--- config.mk ---
export PLATFORM = sky130hd
export DESIGN_NAME = wdog_core
export DESIGN_NICKNAME = d
export VERILOG_FILES = /design/src/rtl/wdog_pkg.sv /design/src/rtl/wdog_regs.sv /design/src/rtl/wdog_timer.sv /design/src/rtl/wdog_pulse.sv /design/src/rtl/wdog_core.sv
export SDC_FILE = /design/constraint.sdc
export NUM_CORES = 1
export LEC_CHECK = 0
export BUFFER_PORTS_ARGS = -buffer_cell sky130_fd_sc_hd__buf_4
export CORE_MARGIN = 1
export CORE_UTILIZATION = 64
export DETAILED_ROUTE_END_ITERATION = 6
export PLACE_DENSITY_LB_ADDON = 0.12
export SETUP_SLACK_MARGIN = 0.3
export SLEW_MARGIN = 20
export SYNTH_ARGS = -nofsm -noshare
export SYNTH_HDL_FRONTEND = slang
export SYNTH_HIERARCHICAL = 1
export SYNTH_SLANG_ARGS = --single-unit
export TNS_END_PERCENT = 10
--- constraint.sdc ---
create_clock -name clk -period 4.04 [get_ports clk]
set_clock_uncertainty 0.1 [all_clocks]
set_input_delay 0.202 -clock clk [delete_from_list [all_inputs] [get_ports clk]]
set_output_delay 0.202 -clock clk [all_outputs]
set_load 0.02 [all_outputs]
--- src/rtl/wdog_pkg.sv ---
package wdog_pkg;

    localparam int unsigned BASE_W = 22;

    typedef enum logic [1:0] {
        ST_IDLE = 2'd0,
        ST_HOLD = 2'd1,
        ST_RUN  = 2'd2
    } wdog_state_e;

    // Register layout; field order is the bit order seen by software.
    typedef struct packed {
        logic       en;
        logic       flag;
        logic       dly;
        logic       plong;
        logic       rsvd;
        logic [2:0] code;
    } wdog_ctrl_t;

    localparam logic [BASE_W-1:0] HOLD_BASE  = BASE_W'(2097152);
    localparam logic [BASE_W-1:0] SHORT_BASE = BASE_W'(4);
    localparam logic [BASE_W-1:0] LONG_BASE  = BASE_W'(4096);

    function automatic logic [BASE_W-1:0] period_base(input logic [2:0] code);
        logic [BASE_W-1:0] r;
        case (code)
            3'd0:    r = BASE_W'(32);
            3'd1:    r = BASE_W'(512);
            3'd2:    r = BASE_W'(2048);
            3'd3:    r = BASE_W'(4096);
            3'd4:    r = BASE_W'(32768);
            3'd5:    r = BASE_W'(524288);
            3'd6:    r = BASE_W'(1048576);
            default: r = BASE_W'(2097152);
        endcase
        return r;
    endfunction

    function automatic logic [BASE_W-1:0] scale_ticks(input logic [BASE_W-1:0] base,
                                                       input int unsigned shift);
        logic [BASE_W-1:0] v;
        v = base >> shift;
        return (v == '0) ? BASE_W'(1) : v;
    endfunction

endpackage

--- src/rtl/wdog_regs.sv ---
module wdog_regs
    import wdog_pkg::*;
(
    input  logic       clk,
    input  logic       rst,
    input  logic       wr_en,
    input  logic [7:0] wr_data,
    input  logic       pwr_ok,
    input  logic       expire,
    output wdog_ctrl_t ctrl_q,
    output wdog_ctrl_t ctrl_d
);

    always_comb begin
        ctrl_d = ctrl_q;
        if (wr_en) begin
            ctrl_d = wdog_ctrl_t'(wr_data);
        end else if (expire) begin
            ctrl_d.flag = 1'b1;
        end
        if (!pwr_ok) begin
            ctrl_d.en = 1'b0;
        end
    end

    always_ff @(posedge clk) begin
        if (rst) begin
            ctrl_q <= '0;
        end else begin
            ctrl_q <= ctrl_d;
        end
    end

    a_r7_supply_loss_clears_enable: assert property (@(posedge clk) disable iff (rst)
        !pwr_ok |=> !ctrl_q.en);

    a_r4_flag_sticky: assert property (@(posedge clk) disable iff (rst)
        (ctrl_q.flag && !wr_en) |=> ctrl_q.flag);

    a_r4_expiry_sets_flag: assert property (@(posedge clk) disable iff (rst)
        expire |=> ctrl_q.flag);

    a_r1_write_lands: assert property (@(posedge clk) disable iff (rst)
        (wr_en && pwr_ok) |=> (ctrl_q == wdog_ctrl_t'($past(wr_data))));

endmodule

--- src/rtl/wdog_timer.sv ---
module wdog_timer
    import wdog_pkg::*;
#(
    parameter int unsigned SCALE_SHIFT = 0
) (
    input  logic        clk,
    input  logic        rst,
    input  logic        tick,
    input  logic        kick,
    input  logic        wr_en,
    input  wdog_ctrl_t  ctrl_q,
    input  wdog_ctrl_t  ctrl_d,
    output logic        expire,
    output wdog_state_e state_q
);

    localparam int unsigned CNT_W = BASE_W;
    localparam logic [CNT_W-1:0] HOLD_M1 = scale_ticks(HOLD_BASE, SCALE_SHIFT) - BASE_W'(1);

    logic [CNT_W-1:0] cnt_q, cnt_d;
    logic [CNT_W-1:0] period_m1;
    wdog_state_e      state_d;
    logic             go;
    logic             run_end;

    assign period_m1 = scale_ticks(period_base(ctrl_q.code), SCALE_SHIFT) - BASE_W'(1);
    assign go        = ctrl_d.en && !ctrl_d.flag;
    assign run_end   = (state_q == ST_RUN) && tick && (cnt_q == period_m1);
    // A service event on the final tick takes priority over expiry.
    assign expire    = run_end && !kick && !wr_en;

    always_comb begin
        state_d = state_q;
        cnt_d   = cnt_q;
        if (!go) begin
            state_d = ST_IDLE;
            cnt_d   = '0;
        end else if (wr_en) begin
            case (state_q)
                ST_IDLE: begin
                    state_d = ctrl_d.dly ? ST_HOLD : ST_RUN;
                    cnt_d   = '0;
                end
                ST_RUN:  cnt_d = '0;
                default: ;
            endcase
        end else begin
            case (state_q)
                ST_HOLD: begin
                    if (tick) begin
                        if (cnt_q == HOLD_M1) begin
                            state_d = ST_RUN;
                            cnt_d   = '0;
                        end else begin
                            cnt_d = cnt_q + CNT_W'(1);
                        end
                    end
                end
                ST_RUN: begin
                    if (kick) begin
                        cnt_d = '0;
                    end else if (tick) begin
                        cnt_d = cnt_q + CNT_W'(1);
                    end
                end
                default: ;
            endcase
        end
    end

    always_ff @(posedge clk) begin
        if (rst) begin
            state_q <= ST_IDLE;
            cnt_q   <= '0;
        end else begin
            state_q <= state_d;
            cnt_q   <= cnt_d;
        end
    end

    a_r4_stopped_while_flagged: assert property (@(posedge clk) disable iff (rst)
        ctrl_q.flag |-> (state_q == ST_IDLE));

    a_r8_disabled_is_idle: assert property (@(posedge clk) disable iff (rst)
        !ctrl_q.en |-> (state_q == ST_IDLE));

    a_r6_hold_ignores_kick: assert property (@(posedge clk) disable iff (rst)
        ((state_q == ST_HOLD) && kick && !tick && !wr_en && ctrl_d.en)
            |=> ((state_q == ST_HOLD) && $stable(cnt_q)));

    a_r9_kick_reloads: assert property (@(posedge clk) disable iff (rst)
        ((state_q == ST_RUN) && kick && !wr_en && ctrl_d.en) |=> (cnt_q == '0));

    a_r10_no_tick_no_advance: assert property (@(posedge clk) disable iff (rst)
        (!tick && !kick && !wr_en && (state_q != ST_IDLE) && ctrl_d.en) |=> $stable(cnt_q));

endmodule

--- src/rtl/wdog_pulse.sv ---
module wdog_pulse
    import wdog_pkg::*;
#(
    parameter int unsigned SCALE_SHIFT = 0
) (
    input  logic clk,
    input  logic rst,
    input  logic tick,
    input  logic fire,
    input  logic plong,
    output logic out
);

    localparam int unsigned PW_W = $clog2(int'(LONG_BASE)) + 1;
    localparam logic [PW_W-1:0] SHORT_M1 = PW_W'(scale_ticks(SHORT_BASE, SCALE_SHIFT) - BASE_W'(1));
    localparam logic [PW_W-1:0] LONG_M1  = PW_W'(scale_ticks(LONG_BASE, SCALE_SHIFT) - BASE_W'(1));

    logic [PW_W-1:0] cnt_q;
    logic [PW_W-1:0] last_q;

    always_ff @(posedge clk) begin
        if (rst) begin
            out    <= 1'b0;
            cnt_q  <= '0;
            last_q <= '0;
        end else if (fire) begin
            out    <= 1'b1;
            cnt_q  <= '0;
            last_q <= plong ? LONG_M1 : SHORT_M1;
        end else if (out && tick) begin
            if (cnt_q == last_q) begin
                out <= 1'b0;
            end else begin
                cnt_q <= cnt_q + PW_W'(1);
            end
        end
    end

    a_r5_rise_needs_fire: assert property (@(posedge clk) disable iff (rst)
        $rose(out) |-> $past(fire));

    a_r5_fire_drives_out: assert property (@(posedge clk) disable iff (rst)
        fire |=> out);

    a_r10_pulse_holds_without_tick: assert property (@(posedge clk) disable iff (rst)
        (out && !tick && !fire) |=> out);

endmodule

--- src/rtl/wdog_core.sv ---
module wdog_core
    import wdog_pkg::*;
#(
    parameter int unsigned SCALE_SHIFT = 0
) (
    input  logic       clk,
    input  logic       rst,
    input  logic       tick,
    input  logic       wr_en,
    input  logic [7:0] wr_data,
    input  logic       kick,
    input  logic       pwr_ok,
    output logic [7:0] rd_data,
    output logic       wdt_out
);

    wdog_ctrl_t  ctrl_q;
    wdog_ctrl_t  ctrl_d;
    logic        expire;
    wdog_state_e state_q;

    wdog_regs u_regs (
        .clk     (clk),
        .rst     (rst),
        .wr_en   (wr_en),
        .wr_data (wr_data),
        .pwr_ok  (pwr_ok),
        .expire  (expire),
        .ctrl_q  (ctrl_q),
        .ctrl_d  (ctrl_d)
    );

    wdog_timer #(.SCALE_SHIFT(SCALE_SHIFT)) u_timer (
        .clk     (clk),
        .rst     (rst),
        .tick    (tick),
        .kick    (kick),
        .wr_en   (wr_en),
        .ctrl_q  (ctrl_q),
        .ctrl_d  (ctrl_d),
        .expire  (expire),
        .state_q (state_q)
    );

    wdog_pulse #(.SCALE_SHIFT(SCALE_SHIFT)) u_pulse (
        .clk   (clk),
        .rst   (rst),
        .tick  (tick),
        .fire  (expire),
        .plong (ctrl_q.plong),
        .out   (wdt_out)
    );

    assign rd_data = ctrl_q;

    a_r4_out_rises_with_flag: assert property (@(posedge clk) disable iff (rst)
        $rose(wdt_out) |-> ctrl_q.flag);

    a_r6_no_expiry_in_hold: assert property (@(posedge clk) disable iff (rst)
        (state_q == ST_HOLD) |-> !expire);

endmodule

; ---- Word-level counts from Yosys, hierarchy flattened
; Cells that the tools add are included.
[classes]
div = 0
n_mul = 0
n_addsub = 3
n_reduce_logical = 25
eq_ne = 15
bitwise_logic = 2
order_cmp = 0
shifts = 0
muxes = 24
[op_table]
columns = operator, n
row1 = $mux 22, 7
row2 = $pmux 22 s7, 1
row3 = $pmux 22 s2, 1
row4 = $add 22x1->22 const B, 1
row5 = $eq 22x21->1 const B, 1
row6 = $eq 22x22->1, 1
row7 = $logic_not 22->1, 1
row8 = $sub 22x1->22 const B, 1
row9 = $add 13x1->13 const B, 1
row10 = $eq 13x13->1, 1
row11 = $mux 12, 1
row12 = $mux 2, 6
row13 = $reduce_bool 2->1, 5
row14 = $eq 3x3->1 const B, 3
row15 = $reduce_and 4->1, 2
row16 = $mux 1, 7
row17 = $eq 3x2->1 const B, 2
row18 = $logic_and 1x1->1, 6
row19 = $mux 6, 1
row20 = $reduce_or 2->1, 3
row21 = $ne 4x4->1 const B, 1
row22 = $reduce_and 2->1, 2
row23 = $eq 3x1->1 const B, 1
row24 = $logic_not 1->1, 3
row25 = 9 further kinds, 10
[word_totals]
output_inout_bits = 9
n_memories = 0
ramBits = 0
reg_bits = 59
romBits = 0
latchBits = 0
input_bits = 14

; ---- Logic depth before layout (Yosys ltp)
[depth]
depth_word = 15
mapped_depth = 13
ltp_nobuf = 11

; ---- Modules after synthesis
; Netlist, hierarchy kept.
[by_module_without_submodules]
columns = module, area_each_um2, seq_area_each_um2, cells_each, n_inst
row1 = wdog_timer, 1412.6, 480.5, 172, 1
row2 = wdog_pulse, 1046.0, 320.3, 133, 1
row3 = wdog_regs, 342.8, 160.2, 28, 1

; ---- Worst setup path after synthesis
; OpenSTA, ideal clock, no wires.
[synth_timing]
path_type = register to register
startpoint = reg, netlist name u_regs/ctrl_q[2]
endpoint = reg u_timer.cnt_q[9]
slack_ns = 1.251
t_arrival_ns = 2.625
n_path_buf = 2
synth_period_minus_slack_ns = 2.789
setup_ns = 0.064
path_stages_with_launch = 13
cell_sequence = dfxtp_1 -> clkbuf_1 -> or3_1 -> a31oi_1 -> a2111oi_0 -> o311a_1 -> nor3_1 -> nor2_1 -> nor3b_1 -> a21bo_2 -> o21bai_4 -> buf_6 -> nor2_1
[synth_rtl]
columns = element, line_no
row1 = to (signal assigned), wdog_timer.sv:77  ; cnt_q <= cnt_d;
row2 = to (decl), wdog_timer.sv:20  ; logic [CNT_W-1:0] cnt_q, cnt_d;

==> impl_metrics.tcl <==
set metrics [dict create \
    worst_path_dominant_cell_family "compound AO/OA/AOI/OAI gates" \
    firstDrtPassIters 6 \
    die_y_um 68.16 \
    setup_violations 0 \
    hold_viol 0 \
    slew-limit-headroom_pct 40.33 \
    wl_per_cell_um 16.85 \
    tritoncts "built" \
    fp.dieW_um 68.16 \
    finalNonFillerCells 403 \
    path_buf_inv 0 \
    grt_pass1_vias 2270 \
    r2r_slack_ns 1.04 \
    cap_violations 0 \
    max_stage_delay_ns 0.55 \
    gp_congestion 0.8411 \
    drcViolationCount 0 \
    core_um2 4115 \
    diodes 0 \
    areaGrowthSynthToFinish_pct 10.36 \
    period_minus_slack_ns 2.998 \
    synth_fp_nets 350 \
    crit_path_cell_trace "or4_1 > nor2_1 > a31oi_1 > a2111oi_0 > o311a_1 > nor3_1 > nor2_1 > nor3b_1 > a21bo_2 > o21bai_4 > nor3_1" \
    n_fill_cell 325 \
    synth.avg_cell_area_um2 8.413 \
    place_inst 395 \
    cts_max_level 2 \
    critPathLaunchType "flip-flop" \
    power_switching_mw 0.2101 \
    status "completed" \
    vias 2706 \
    synthDistinctLibCells 62 \
    cts_made_buffers 5 \
    wirelength_um 6792 \
    ys_seq_area_share_pct 34.30 \
    path_clk_slew_ns 0.09 \
    clock_sinks 48 \
    peakVddDrop_uv 253.6 \
    drv_slew 0 \
    leakage_nw 1.031 \
    ys_seq_elements 48 \
    fin_crit_sh_pct 74.21 \
    vias_per_cell 6.715 \
    drt_iter0_markers 257 \
    synth_top_area_share_pct 34.30 \
    pwr-share-comb_pct 7.8 \
    ios 23 \
    cts_setup_buffers 0 \
    rsz0062_at_grt "false" \
    p_seq_share_pct 53.5 \
    pwr_density_cell_nw_per_um2 292.7 \
    synth.most_common_cell "dfxtp_1" \
    setup_tns_ns 0 \
    io_buffer_count 22 \
    hpwl_um 4682 \
    clk_latency_ns 0.31 \
    synth-main-ff-cell "dfxtp_1" \
    synth-edff-count 0 \
    async_flop_share_pct 0 \
    arrival_ns 3.08 \
    swShare_pct 23.22 \
    crit_fanout 17 \
    grt_pass1_wl_um 10780 \
    hold_class "primary input to flip-flop" \
    cts_root_buf "clkbuf_8" \
    cp-end-kind "flip-flop" \
    dieArea_um2 4646 \
    yosys.area.top_type "dfxtp_1" \
    grt.total_usage_pct 31.21 \
    grt_max_degree 21 \
    ant_nets 0 \
    yosys-top-cells-count "dfxtp_1, nor2_1, nand2_1" \
    rows 23 \
    synthCells 333 \
    cts_resized 0 \
    slowest_stage "or4_1" \
    fmax_mhz 333.6 \
    globalRouteOverflowTotal 0 \
    antenna_found_initial 0 \
    tightest_slew_ns 0.8918 \
    seq_area_um2 960.9 \
    cp.required_ns 4.12 \
    synth_area_leaders "dfxtp_1, nor2_1, or4_1, o211ai_1, xnor2_1" \
    initial_core_util_pct 68.08 \
    intPower_mw 0.6949 \
    final_util_pct 75.13 \
    cts_buffer_depth 2 \
    yosysWarnings 6 \
    multiInputGateArea_um2 1762 \
    postCtsHoldBufs 0 \
    fin_nets 369 \
    syn_area_um2 2801 \
    clkPwrFrac_pct 38.7 \
    drive_gt1_share_pct 15.30 \
    crit_type "flip-flop to flip-flop" \
]
==> layer usage <==
layer | share of wire [%] | global-route usage (%)
met5 | 0 | 0
met4 | 1.5 | 12.50
met3 | 6.7 | 7.000
met2 | 43 | 44.61
met1 | 48 | 44.60
==> cells by family after synthesis <==
family | count (synthesis) | share of synthesized area (%)
buffers and inverters | 17 | 2.903
AOI/OAI and AO/OA | 69 | 18.36
DFF | 48 | 34.30
adders and majority gates | 3 | 1.340
and+or+nand+nor | 171 | 33.81
xor gates and xnor gates | 16 | 5.002
muxes | 9 | 4.288
==> registers in the layout (all words and copies together), names as in the netlist <==
| name | count |
|---|---|
| u_pulse/cnt_q | 13 |
| u_pulse/last_q | 2 |
| u_pulse/out | 1 |
| u_regs/ctrl_q | 8 |
| u_timer/cnt_q | 22 |
| u_timer/state_q | 2 |
==> power by group through the flow <==
stage | clock network, mW | registers (mW) | logic [mW]
4_1_cts | 0.357 | 0.484 | 0.0701
3_3_place_gp | 0 | 0.495 | 0.0683
2_1_floorplan | 0 | 0.498 | 0.0403
5_1_grt | 0.374 | 0.485 | 0.0763
6_report | 0.350 | 0.484 | 0.0707
3_5_place_dp | 0 | 0.495 | 0.0701
==> area by class of cell <==
class	instances	share of cell area (%)
clock inverter	3	1.376
inverter	6	0.7284
sequential	48	31.08
clock buffer	5	2.226
timing repair buffer	23	5.585
tap	50	2.023
multi-input combinational	268	56.98
==> cell usage in the layout, fill, tap and decap left out, types with 7 or more instances in the layout <==
cell,count
a21oi_1,13
buf_4,23
dfxtp_1,48
nand2_1,26
nand3_1,20
nand4_1,13
nor2_1,34
nor2b_1,8
nor3_1,9
nor4_1,9
o211ai_1,14
o21ai_0,10
or3_1,7
or4_1,15
xnor2_1,12
==> stage by stage <==
| stage | setup WS (ns) | power [mW] | instance area, µm² | hold slack, ns |
|---|---|---|---|---|
| after floorplan | 1.251 | 0.5385 | 2801 | 0.1736 |
| after global placement | 1.093 | 0.5629 | 2978 | 0.3715 |
| after detailed placement | 0.9879 | 0.5653 | 2978 | 0.3780 |
| after CTS | 0.9684 | 0.9108 | 3089 | 0.06471 |
| after global routing | 0.8738 | 0.9361 | 3092 | 0.06652 |
| final | 1.042 | 0.9049 | 3092 | 0.06890 |
==> worst paths after layout <==
check	cells after the start	to	startpoint
hold / removal	2	u_regs/ctrl_q[7]$_SDFF_PP0_	pwr_ok
hold reg to reg	2	u_pulse/last_q[1]$_SDFFE_PP0P_	u_pulse/last_q[1]$_SDFFE_PP0P_
setup reg to reg	11	u_timer/cnt_q[15]$_SDFFE_PP0P_	u_timer/cnt_q[5]$_SDFFE_PP0P_
setup / recovery	11	u_timer/cnt_q[15]$_SDFFE_PP0P_	u_timer/cnt_q[5]$_SDFFE_PP0P_
(Power assumes the default switching activity.)
